[config.mk]
export PLATFORM = sky130hd
export DESIGN_NAME = irq_ctrl8
export DESIGN_NICKNAME = d
export VERILOG_FILES = /design/src/rtl/irq8_pkg.sv /design/src/rtl/irq8_sync_edge.sv /design/src/rtl/irq8_xctl.sv /design/src/rtl/irq8_arbiter.sv /design/src/rtl/irq8_level_stack.sv /design/src/rtl/irq_ctrl8.sv
export SDC_FILE = /design/constraint.sdc
export NUM_CORES = 1
export LEC_CHECK = 0
export ABC_AREA = 1
export BUFFER_PORTS_ARGS = -buffer_cell sky130_fd_sc_hd__clkbuf_2
export CAP_MARGIN = 20
export CORE_MARGIN = 2
export CORE_UTILIZATION = 47
export CTS_BUF_LIST = sky130_fd_sc_hd__clkbuf_2 sky130_fd_sc_hd__clkbuf_4 sky130_fd_sc_hd__clkbuf_8
export CTS_CLUSTER_DIAMETER = 30
export DETAILED_ROUTE_END_ITERATION = 8
export GPL_TIMING_DRIVEN = 0
export PLACE_DENSITY = 0.79
export SYNTH_ARGS = -nofsm -noshare
export SYNTH_HDL_FRONTEND = slang
export SYNTH_SLANG_ARGS = --single-unit
[constraint.sdc]
create_clock -name clk -period 1.5 [get_ports clk]
set_clock_uncertainty 0.15 [all_clocks]
set_input_delay 0.15 -clock clk [delete_from_list [all_inputs] [get_ports clk]]
set_output_delay 0.15 -clock clk [all_outputs]
set_load 0.03 [all_outputs]
[src/rtl/irq8_pkg.sv]
// Shared constants and types for the eight-source interrupt controller.
// Assumes a fixed source count of eight with four external pins.
package irq8_pkg;
    localparam int NSRC  = 8;
    localparam int IDW   = $clog2(NSRC);
    localparam int NEXT  = 4;

    typedef logic [IDW-1:0] src_id_t;

    // Source index that each external pin feeds
    function automatic int ext_src(input int k);
        case (k)
            0:       return 0;
            1:       return 2;
            2:       return 6;
            default: return 7;
        endcase
    endfunction
endpackage

[src/rtl/irq8_sync_edge.sv]
// Synchronises active-low external pins and flags falling edges.
// Assumes STAGES >= 2; chains reset to the idle (high) level.
module irq8_sync_edge #(
    parameter int W      = 4,
    parameter int STAGES = 2
) (
    input  logic         clk,
    input  logic         rst_n,
    input  logic [W-1:0] pin_n,
    output logic [W-1:0] lvl_n,
    output logic [W-1:0] fall
);
    for (genvar i = 0; i < W; i++) begin : g_pin
        logic [STAGES-1:0] chain;
        logic              prev;

        // Shift the pin through the synchroniser chain
        always_ff @(posedge clk) begin
            if (!rst_n) chain <= '1;
            else        chain <= {chain[STAGES-2:0], pin_n[i]};
        end

        // Keep the previous synchronised sample for edge detection
        always_ff @(posedge clk) begin
            if (!rst_n) prev <= 1'b1;
            else        prev <= chain[STAGES-1];
        end

        assign lvl_n[i] = chain[STAGES-1];
        assign fall[i]  = prev & ~chain[STAGES-1];
    end
endmodule

[src/rtl/irq8_xctl.sv]
// Holds the added control register and the pending flags of all four
// external sources. Edge mode latches flags; level mode tracks the pin.
// Assumes ack_valid is one cycle per accepted acknowledge.
module irq8_xctl
    import irq8_pkg::*;
(
    input  logic            clk,
    input  logic            rst_n,
    input  logic [1:0]      ext01_type,
    input  logic [NEXT-1:0] lvl_n,
    input  logic [NEXT-1:0] fall,
    input  logic            ack_valid,
    input  src_id_t         ack_id,
    input  logic            byte_we,
    input  logic [7:0]      wdata,
    input  logic            bit_we,
    input  logic [2:0]      bit_sel,
    input  logic            bit_val,
    output logic [7:0]      xreg,
    output logic [NEXT-1:0] ext_flag
);
    logic [7:0]      ctl_q;
    logic [7:0]      img;
    logic [NEXT-1:0] typ;
    logic [NEXT-1:0] flag_q;

    // Build the register image that a write in this cycle would leave
    always_comb begin
        img = xreg;
        if (byte_we) img = wdata;
        if (bit_we)  img[bit_sel] = bit_val;
    end

    // Store the non-flag control bits
    always_ff @(posedge clk) begin
        if (!rst_n) ctl_q <= '0;
        else        ctl_q <= img;
    end

    assign typ = {ctl_q[4], ctl_q[0], ext01_type};

    for (genvar k = 0; k < NEXT; k++) begin : g_flag
        localparam int      SRC  = ext_src(k);
        localparam int      FPOS = (k == 3) ? 5 : 1;
        logic sw_hit;
        logic ack_hit;

        if (k >= 2) begin : g_sw
            assign sw_hit = byte_we | (bit_we && bit_sel == 3'(FPOS));
        end else begin : g_nosw
            assign sw_hit = 1'b0;
        end
        assign ack_hit = ack_valid && ack_id == src_id_t'(SRC);

        // Update one pending flag from pin, software, acknowledge and edge
        always_ff @(posedge clk) begin
            if (!rst_n) begin
                flag_q[k] <= 1'b0;
            end else if (!typ[k]) begin
                flag_q[k] <= ~lvl_n[k];
            end else if (fall[k]) begin
                flag_q[k] <= 1'b1;
            end else if (ack_hit) begin
                flag_q[k] <= 1'b0;
            end else if (sw_hit) begin
                flag_q[k] <= img[FPOS];
            end
        end

        // acknowledging an edge source without a new edge clears it
        a_r10_ack_clears: assert property (@(posedge clk) disable iff (!rst_n)
            (ack_hit && typ[k] && !fall[k]) |=> !flag_q[k]);
        // a detected edge in edge mode always leaves the flag set
        a_r2_edge_sets: assert property (@(posedge clk) disable iff (!rst_n)
            (typ[k] && fall[k]) |=> flag_q[k]);
    end

    assign xreg     = {ctl_q[7:6], flag_q[3], ctl_q[4:2], flag_q[2], ctl_q[0]};
    assign ext_flag = flag_q;
endmodule

[src/rtl/irq8_arbiter.sv]
// Picks the next source: any allowed high-priority request first, then an
// allowed low-priority one; the lowest index wins inside a level.
// Pure combinational; assumes req is already masked by the enables.
module irq8_arbiter
    import irq8_pkg::*;
(
    input  logic [NSRC-1:0] req,
    input  logic [NSRC-1:0] pri,
    input  logic            allow_hi,
    input  logic            allow_lo,
    output logic            valid,
    output src_id_t         id,
    output logic            hi
);
    logic [NSRC-1:0] hreq;
    logic [NSRC-1:0] lreq;
    src_id_t         hid;
    src_id_t         lid;

    assign hreq = req & pri;
    assign lreq = req & ~pri;

    // Find the lowest pending index inside each level
    always_comb begin
        hid = '0;
        lid = '0;
        for (int i = NSRC - 1; i >= 0; i--) begin
            if (hreq[i]) hid = src_id_t'(i);
            if (lreq[i]) lid = src_id_t'(i);
        end
    end

    // Choose between the levels under the in-service limits
    always_comb begin
        valid = 1'b0;
        id    = '0;
        hi    = 1'b0;
        if (allow_hi && |hreq) begin
            valid = 1'b1;
            id    = hid;
            hi    = 1'b1;
        end else if (allow_lo && |lreq) begin
            valid = 1'b1;
            id    = lid;
        end
    end
endmodule

[src/rtl/irq8_level_stack.sv]
// Records which priority levels have a handler in service and derives
// which levels may still be presented. Assumes push and pop never coincide.
module irq8_level_stack (
    input  logic clk,
    input  logic rst_n,
    input  logic push,
    input  logic push_hi,
    input  logic pop,
    output logic allow_hi,
    output logic allow_lo
);
    logic ins_hi;
    logic ins_lo;

    // Enter a level on acknowledge, leave the innermost level on return
    always_ff @(posedge clk) begin
        if (!rst_n) begin
            ins_hi <= 1'b0;
            ins_lo <= 1'b0;
        end else if (push) begin
            if (push_hi) ins_hi <= 1'b1;
            else         ins_lo <= 1'b1;
        end else if (pop) begin
            if (ins_hi) ins_hi <= 1'b0;
            else        ins_lo <= 1'b0;
        end
    end

    assign allow_hi = ~ins_hi;
    assign allow_lo = ~ins_hi & ~ins_lo;

    // a level is never entered while it or a higher one is in service
    a_r8_no_same_level: assert property (@(posedge clk) disable iff (!rst_n)
        push |-> !ins_hi && !(ins_lo && !push_hi));
    // a return only arrives while some handler is in service
    a_r9_reti_in_service: assert property (@(posedge clk) disable iff (!rst_n)
        pop |-> (ins_hi || ins_lo));
    // acknowledge and return are never issued together
    a_r9_no_push_pop: assert property (@(posedge clk) disable iff (!rst_n)
        !(push && pop));
endmodule

[src/rtl/irq_ctrl8.sv]
// Eight-source, two-level interrupt controller. Gathers external, timer and
// serial requests, arbitrates and presents a registered vector to the core.
// Assumes the core drives irq_ack only while irq_req is high and never
// drives irq_ack and irq_reti in the same cycle.
module irq_ctrl8
    import irq8_pkg::*;
#(
    parameter int         SYNC_STAGES = 2,
    parameter logic [7:0] VEC_BASE    = 8'h03,
    parameter logic [7:0] VEC_STRIDE  = 8'd8
) (
    input  logic       clk,
    input  logic       rst_n,
    input  logic [3:0] ext_n,
    input  logic [2:0] tmr_req,
    input  logic       ser_req,
    input  logic [1:0] ext01_type,
    input  logic [7:0] ie_main,
    input  logic [5:0] ip_main,
    input  logic       xc_byte_we,
    input  logic [7:0] xc_wdata,
    input  logic       xc_bit_we,
    input  logic [2:0] xc_bit_sel,
    input  logic       xc_bit_val,
    output logic [7:0] xc_rdata,
    output logic       irq_req,
    output logic [7:0] irq_vec,
    input  logic       irq_ack,
    input  logic       irq_reti
);
    logic [NEXT-1:0] lvl_n;
    logic [NEXT-1:0] fall;
    logic [NEXT-1:0] ef;
    logic [7:0]      xr;
    logic [NSRC-1:0] pend;
    logic [NSRC-1:0] ena;
    logic [NSRC-1:0] pri;
    logic            allow_hi;
    logic            allow_lo;
    logic            arb_valid;
    src_id_t         arb_id;
    logic            arb_hi;
    logic            cur_valid;
    src_id_t         cur_id;
    logic            cur_hi;
    logic            ack_valid;

    irq8_sync_edge #(.W(NEXT), .STAGES(SYNC_STAGES)) sync_i (
        .clk   (clk),
        .rst_n (rst_n),
        .pin_n (ext_n),
        .lvl_n (lvl_n),
        .fall  (fall)
    );

    irq8_xctl xctl_i (
        .clk        (clk),
        .rst_n      (rst_n),
        .ext01_type (ext01_type),
        .lvl_n      (lvl_n),
        .fall       (fall),
        .ack_valid  (ack_valid),
        .ack_id     (cur_id),
        .byte_we    (xc_byte_we),
        .wdata      (xc_wdata),
        .bit_we     (xc_bit_we),
        .bit_sel    (xc_bit_sel),
        .bit_val    (xc_bit_val),
        .xreg       (xr),
        .ext_flag   (ef)
    );

    assign pend = {ef[3], ef[2], tmr_req[2], ser_req, tmr_req[1], ef[1], tmr_req[0], ef[0]};
    assign ena  = {xr[6], xr[2], ie_main[5:0]} & {NSRC{ie_main[7]}};
    assign pri  = {xr[7], xr[3], ip_main};

    irq8_arbiter arb_i (
        .req      (pend & ena),
        .pri      (pri),
        .allow_hi (allow_hi),
        .allow_lo (allow_lo),
        .valid    (arb_valid),
        .id       (arb_id),
        .hi       (arb_hi)
    );

    assign ack_valid = irq_ack & cur_valid;

    irq8_level_stack stack_i (
        .clk      (clk),
        .rst_n    (rst_n),
        .push     (ack_valid),
        .push_hi  (cur_hi),
        .pop      (irq_reti),
        .allow_hi (allow_hi),
        .allow_lo (allow_lo)
    );

    // Register the arbitration result; drop it for a cycle on handshake
    always_ff @(posedge clk) begin
        if (!rst_n) begin
            cur_valid <= 1'b0;
            cur_id    <= '0;
            cur_hi    <= 1'b0;
        end else begin
            cur_valid <= arb_valid & ~irq_ack & ~irq_reti;
            cur_id    <= arb_id;
            cur_hi    <= arb_hi;
        end
    end

    assign irq_req  = cur_valid;
    assign irq_vec  = cur_valid ? 8'(VEC_BASE + VEC_STRIDE * 8'(cur_id)) : 8'h00;
    assign xc_rdata = xr;

    // an accepted acknowledge removes the request next cycle
    a_r12_drop_after_ack: assert property (@(posedge clk) disable iff (!rst_n)
        irq_ack |=> !irq_req);
    // nothing is presented unless the global enable was on
    a_r7_global_gate: assert property (@(posedge clk) disable iff (!rst_n)
        irq_req |-> $past(ie_main[7]));
    // every presented vector lies on the base-plus-stride grid
    a_r4_vec_grid: assert property (@(posedge clk) disable iff (!rst_n)
        irq_req |-> (irq_vec >= VEC_BASE) && (((irq_vec - VEC_BASE) % VEC_STRIDE) == 8'd0));
    // a high-priority presentation is never followed by one from a lower level without a handshake
    a_r8_no_hi_to_lo: assert property (@(posedge clk) disable iff (!rst_n)
        (irq_req && cur_hi && !irq_ack && !irq_reti && pend[cur_id] && ena[cur_id] && pri[cur_id])
        |=> !(irq_req && !cur_hi));
endmodule

==> results of run 1 <==
## how the worst max path moves through the flow
stage,start,endpoint,depth (start not counted)
3_5_place_dp,xctl_i.ext_flag[3],cur_id[1],7
4_1_cts,xctl_i.ext_flag[3],cur_id[0],8
2_1_floorplan,irq_req,xctl_i.ext_flag[2],5
6_report,xc_bit_sel[2],xctl_i.ext_flag[3],9
5_1_grt,xc_bit_sel[2],xctl_i.ext_flag[3],10
3_3_place_gp,xctl_i.ext_flag[3],cur_id[1],7
## registers in the layout, indices dropped and copies added (netlist names)
register            flops
stack_i.ins_hi          1
cur_hi                  1
irq_req                 1
stack_i.ins_lo          1
xctl_i.ext_flag         4
sync_i.g_pin.prev       4
cur_id                  3
xctl_i.ctl_q            6
sync_i.g_pin.chain      8
## synth_stat cells
cell type,count
nor2_2,3
nand2_1,36
o21ai_1,1
a21oi_1,4
o21ai_2,2
nand4_4,2
nor3_1,10
nand2_2,6
a31oi_1,3
nand4_1,8
conb_1,1
o211ai_1,3
a211oi_1,1
nand3_1,12
mux2i_1,2
a21oi_2,1
buf_12,1
o31ai_1,1
dfxtp_1,29
o21bai_1,1
nand4_2,5
buf_4,7
clkbuf_1,4
or2_2,12
o32ai_1,1
o22ai_1,2
nor2_1,25
nand3_2,1
o21ai_0,8
a221oi_1,3
inv_1,30
buf_6,1
nor4_1,3
buf_2,2
## layer usage
layer  vias up  GRT usage [%]
met5         -              0
met4         0          7.609
met3         2          5.282
met2        35          34.11
met1       768          21.71
li1        905              -
## worst max-delay path, stage by stage
cell	delay [ns]
dlygate4sd3_1	0.54
buf_4	0.16
inv_1	0.11
nor2_2	0.05
inv_1	0.10
nor2_2	0.04
o21ai_0	0.19
nand4_1	0.12
o21ai_0	0.09
## logic make-up after synthesis
family,count (synthesis)
and+or+nand+nor,123
buffers and inverters,45
AOI/OAI and AO/OA,31
DFF,29
muxes,2
other,1
## power breakdown
group          leakage, nW  internal [mW]  switching, mW
Clock               0.0348          0.239          0.236
Sequential           0.242          0.808         0.0278
Combinational        0.804          0.146          0.202
Total                 1.08           1.19          0.466
## layout by cell type, fill, tap and decap left out, types with 4 or more instances in the layout
| cell type | netlist | final |
|---|---|---|
| dfxtp_1 | 29 | 21 |
| buf_4 | 7 | 9 |
| nor3_1 | 10 | 10 |
| clkbuf_1 | 4 | 4 |
| o21ai_0 | 8 | 6 |
| or2_2 | 12 | 12 |
| nand4_2 | 5 | 5 |
| nand3_1 | 12 | 12 |
| clkbuf_2 | 0 | 49 |
| dlygate4sd3_1 | 0 | 10 |
| nor2_2 | 3 | 6 |
| clkbuf_4 | 0 | 6 |
| nand4_1 | 8 | 8 |
| a21oi_1 | 4 | 4 |
| inv_1 | 30 | 30 |
| nand2_1 | 36 | 36 |
| dfxtp_2 | 0 | 8 |
| nand2_2 | 6 | 6 |
| nor2_1 | 25 | 22 |
## layout make-up
class	instances	area (um2)
tap	46	57.56
sequential	29	590.6
inverter	30	112.6
fill	307	1201
multi-input combinational	159	899.6
clock buffer	7	58.81
timing repair buffer	61	360.3
buffer	15	108.9
## through the flow
step	cell area [um2]	power, mW
after floorplan	1693	1.058
after global placement	2001	1.168
after detailed placement	2001	1.174
after CTS	2160	1.662
after global routing	2188	1.746
final	2188	1.660
## repair_timing
item / 4_1_cts / 5_1_grt
hold buffers: 10 / 0
gates resized for setup: 0 / 14
buffers inserted: 0 / 1
setup endpoints to repair: 0 / 4
endpoints found under the hold margin: 9 / 0
==> summary.txt, run 1 <==
total gr overflow -> 0
post-synthesis xor/xnor area fraction -> 0%
largest family of logic cells by synthesized area -> simple AND/OR/NAND/NOR gates
min-delay src -> xc_wdata[4]
Synth-to-Final Area Change -> 30.04%
Reg2Reg Setup Slack -> 0.09 ns
wire per inst -> 11.33 um
DP Worst Slack -> 0.05076 ns
Worst Hold Depth -> 3
metal2 WL -> 1.991 mm
Buffers on Ports -> 50
placed wire-length estimate -> 2.973 mm
fin crit period -> 1.468 ns
# setup viols final -> 0
min-delay worst type -> in -> reg
sequential share of the synthesized area -> 34.50%
1st-pass router iterations -> 4
Adder-Cell Fraction of Synth Area -> 0%
initial antenna violation count -> 0
Final Util -> 64.56%
max-capacitance violation count -> 0
static leakage -> 1.080 nW
vias per std cell -> 4.928
Worst Path Required -> 1.59 ns
Initial Util -> 49.65%
Power Density -> 758.4 nW/um2
Synth Area in Simple Gates -> 38.88%
Max Used Layer -> met4
first-pass GRT wire length -> 6.189 mm
wirelength, routed -> 3.933 mm
Synth top area share -> 34.50%
NumNets Final -> 343
Root Driver -> clkbuf_4
Slew Viols, Final -> 0
Max Fclk -> 681.1 MHz
vias in the first global route -> 1547
fin crit share -> 97.88%
Area contributors post-synth -> dfxtp_1 (34%), nand2_1 (8.0%), inv_1 (6.7%)
FF-to-FF path depth -> 8
crit path max fanout -> 6
CTS clock-pin slew for the worst setup and hold paths -> 0.08 ns
share of cells above drive strength 1 -> 37.54%
M1 WL -> 1.748 mm
CTS Buf Count -> 5
area leader, netlist -> dfxtp_1
Final Worst Setup Slack -> 0.03182 ns
R2R Path Start -> xctl_i.ext_flag[3]
synthesized cell area -> 1683 um2
Overall Global Routing Usage -> 19.27%
Crit. End Element -> flip-flop
clk buf depth -> 2
WL met3 -> 162 um
Ys Warns -> 0
Netlist cell types -> 34
Hold EP -> xctl_i.ctl_q[4]
Vias -> 1710
Cell Count, Final, Fillers Out -> 347
type of origin of the critical path -> input port
mux contribution to synthesized area -> 1.190%
Initial DRC Count -> 56
final hold vios -> 0
Seq cells post-synth -> 29
# DRC -> 0
Num Clock Sinks -> 29
status -> completed
Routed Antenna Nets -> 0
CTS tree -> built
post-route setup TNS -> 0 ns
die height -> 63.84 um
arrival time at the worst endpoint -> 1.56 ns
Top Ports -> 59
maximum VDD drop -> 0.7584 mV
cells after synthesis -> 231
full die area -> 4075 um2
largest net degree at the start of global routing -> 11
gpl congestion -> 0.8669
Crit Reg-Reg Endpoint -> cur_id[0]
# diodes -> 0
core outline area -> 3390 um2
compound-cell area share of the yosys netlist -> 12.04%
Rows -> 21
Crit Path Category -> in -> reg
Worst-Skew Late Latency -> 0.32 ns
Min Hold Slack -> 0.01773 ns
Die Wd -> 63.84 um
Avg Inst Size Synth -> 7.285 um2
placed cells -> 329
H-Tree Level Count -> 2
Note: power is estimated with default switching activity, not from simulation.
==> run 2: changes to the inputs <==
--- a/config.mk
+++ b/config.mk
@@ -8,13 +8,15 @@
 export ABC_AREA = 1
 export BUFFER_PORTS_ARGS = -buffer_cell sky130_fd_sc_hd__clkbuf_2
 export CAP_MARGIN = 20
+export CELL_PAD_IN_SITES_DETAIL_PLACEMENT = 1
+export CELL_PAD_IN_SITES_GLOBAL_PLACEMENT = 2
 export CORE_MARGIN = 2
-export CORE_UTILIZATION = 47
+export CORE_UTILIZATION = 27
 export CTS_BUF_LIST = sky130_fd_sc_hd__clkbuf_2 sky130_fd_sc_hd__clkbuf_4 sky130_fd_sc_hd__clkbuf_8
 export CTS_CLUSTER_DIAMETER = 30
 export DETAILED_ROUTE_END_ITERATION = 8
 export GPL_TIMING_DRIVEN = 0
-export PLACE_DENSITY = 0.79
+export PLACE_DENSITY = 0.83
 export SYNTH_ARGS = -nofsm -noshare
 export SYNTH_HDL_FRONTEND = slang
 export SYNTH_SLANG_ARGS = --single-unit
==> run 2 against run 1 <==
The run now ends with negative hold slack left; flip-flop and latch count is the same; total power is 29% higher; final area up 3.9%; via count is 3.0% higher; first-iteration DRC count is 8.9% lower; sequential share of layout area is 0.86 points lower; worst setup slack improved by 0.068 ns; worst hold slack worse by 0.020 ns; final cell count up 7.5%; largest cell class unchanged; count of clock-buffer cells in the layout is 2 lower; die area increased by 69%; combinational power about the same.
==> summary.txt, run 2 (same netlist as run 1, synthesis figures left out) <==
commonest non-fill, non-tap cells in the layout -> clkbuf_2 (50), nand2_1 (36), inv_1 (29), nor2_1 (25), dfxtp_1 (22)
Root Driver -> clkbuf_8
Min Hold Slack -> -0.002178 ns
min-delay worst type -> in -> reg
initial antenna violation count -> 0
Vias -> 1761
Largest regs -> sync_i.g_pin.chain x8, xctl_i.ctl_q x6
crit path to -> irq_vec[5]
status -> finished with violations
Crit Reg-Reg Endpoint -> cur_id[0]
CTS tree -> built
max-capacitance violation count -> 0
Routed Antenna Nets -> 0
NumNets Final -> 339
static leakage -> 1.097 nW
die height -> 82.95 um
vias in the first global route -> 1749
post-route cell area -> 2275 um2
core outline area -> 5956 um2
gpl congestion -> 0.8313
fillers -> 792
Slew Viols, Final -> 0
total gr overflow -> 0
largest net degree at the start of global routing -> 11
Critical Path, Cell by Cell -> nand2_1, inv_1, clkbuf_2
full die area -> 6881 um2
Reg2Reg Setup Slack -> 0.11 ns
Max Fclk -> 714.2 MHz
Cell Area, Placed -> 2037 um2
share of cells above drive strength 1 -> 38.26%
Num Clock Sinks -> 29
Slowest-stage cell, CP -> dfxtp_1
Worst-Skew Late Latency -> 0.28 ns
Initial Util -> 28.26%
# setup viols final -> 0
H-Tree Level Count -> 2
failing checks -> negative hold slack
# DRC -> 0
arrival time at the worst endpoint -> 1.10 ns
type of origin of the critical path -> flip-flop
Largest stage delay, worst path -> 0.44 ns
Die Wd -> 82.95 um
Power Density -> 939.0 nW/um2
Reg with most FFs -> sync_i.g_pin.chain
clk buf depth -> 2
Rows -> 28
Top Ports -> 59
max FFs per register -> 8
Worst Path Required -> 1.20 ns
R2R Path Start -> xctl_i.ext_flag[0]
CTS clock-pin slew for the worst setup and hold paths -> 0.06 ns
placed wire-length estimate -> 3.724 mm
final hold vios -> 1
1st-pass router iterations -> 4
Total Power -> 2.136 mW
commonest non-fill, non-tap cell in the layout -> clkbuf_2
maximum VDD drop -> 0.5738 mV
fin crit period -> 1.400 ns
fin crit share -> 93.34%
FF-to-FF path depth -> 8
Crit. End Element -> primary output
first-pass GRT wire length -> 7.797 mm
crit path max fanout -> 7
Critical path origin -> irq_req
Initial DRC Count -> 51
Crit Path Category -> reg -> out
CTS Buf Count -> 5
wirelength, routed -> 4.663 mm
# diodes -> 0
Synth-to-Final Area Change -> 35.17%
wire per inst -> 12.50 um
Overall Global Routing Usage -> 13.80%
vias per std cell -> 4.721
Buffers on Ports -> 50
run 2: cell types whose count changed in the layout (fill, tap and decap cells not counted), sizes merged:
cell,delta
buf,-1
clkbuf,-1
dlygate4sd3,-4
bufinv,+2
clkinv,+1
run 2: how the worst min path moves through the flow:
stage | slack (ns) | cells past startpoint | to | startpoint
2_1_floorplan | 0.11 | 1 | sync_i.g_pin[0].chain[0] | ext_n[0]
3_3_place_gp | 0.18 | 2 | sync_i.g_pin[0].chain[0] | ext_n[0]
3_5_place_dp | 0.19 | 2 | sync_i.g_pin[3].chain[0] | ext_n[3]
4_1_cts | 0.0004 | 4 | irq_req | irq_ack
5_1_grt | 0.02 | 4 | irq_req | irq_ack
6_report | -0.002 | 4 | irq_req | irq_ack
run 2: stage by stage:
step / worst slack [ns] / hold WS (ns) / util, % / TNS [ns] / instances
final: 0.09991 / -0.002178 / 38.19 / 0 / 373
after global routing: -0.004704 / 0.01743 / 38.19 / -0.004704 / 373
after CTS: 0.01893 / 0.0003666 / 37.52 / 0 / 372
after detailed placement: -0.001602 / 0.1895 / 34.20 / -0.001602 / 358
after global placement: 0.01386 / 0.1843 / 34.20 / 0 / 358
after floorplan: 0.002920 / 0.1066 / - / 0 / 233
run 2: what timing repair did:
item / CTS / global route
hold buffers: 6 / 0
setup endpoints to repair: 1 / 2
endpoints found under the hold margin: 6 / 0
pin swaps: 0 / 2
gates resized for setup: 1 / 13
setup buffers: 0 / 1
run 2: worst max-delay path: cells and delay by family, from the launching register on:
kind / cells / cell delay [ns]
buffers and inverters: 2 / 0.31
flip-flops: 1 / 0.44
AND/OR/NAND/NOR: 1 / 0.07
run 2: report_power, final:
group | total [mW] | switching, mW | internal [mW]
logic | 0.347 | 0.207 | 0.141
clock network | 0.953 | 0.294 | 0.659
registers | 0.836 | 0.0284 | 0.807
total | 2.14 | 0.529 | 1.61
run 2: layout make-up:
class	count	area (um2)	area share [%]
Inverter	30	112.6	4.950
Multi-Input combinational cell	159	913.4	40.15
Timing Repair Buffer	57	317.8	13.97
Clock inverter	3	65.06	2.860
Buffer	15	108.9	4.785
Clock buffer	5	68.82	3.025
Sequential cell	29	594.3	26.13
Tap cell	75	93.84	4.125
run 2: metal layers:
layer / up-vias / share of wire, % / global-route usage (%)
li1: 895 / - / -
met3: 5 / 5.0 / 3.976
met5: - / 0 / 0
met2: 35 / 50 / 23.61
met4: 0 / 0.88 / 4.024
met1: 826 / 44 / 16.76
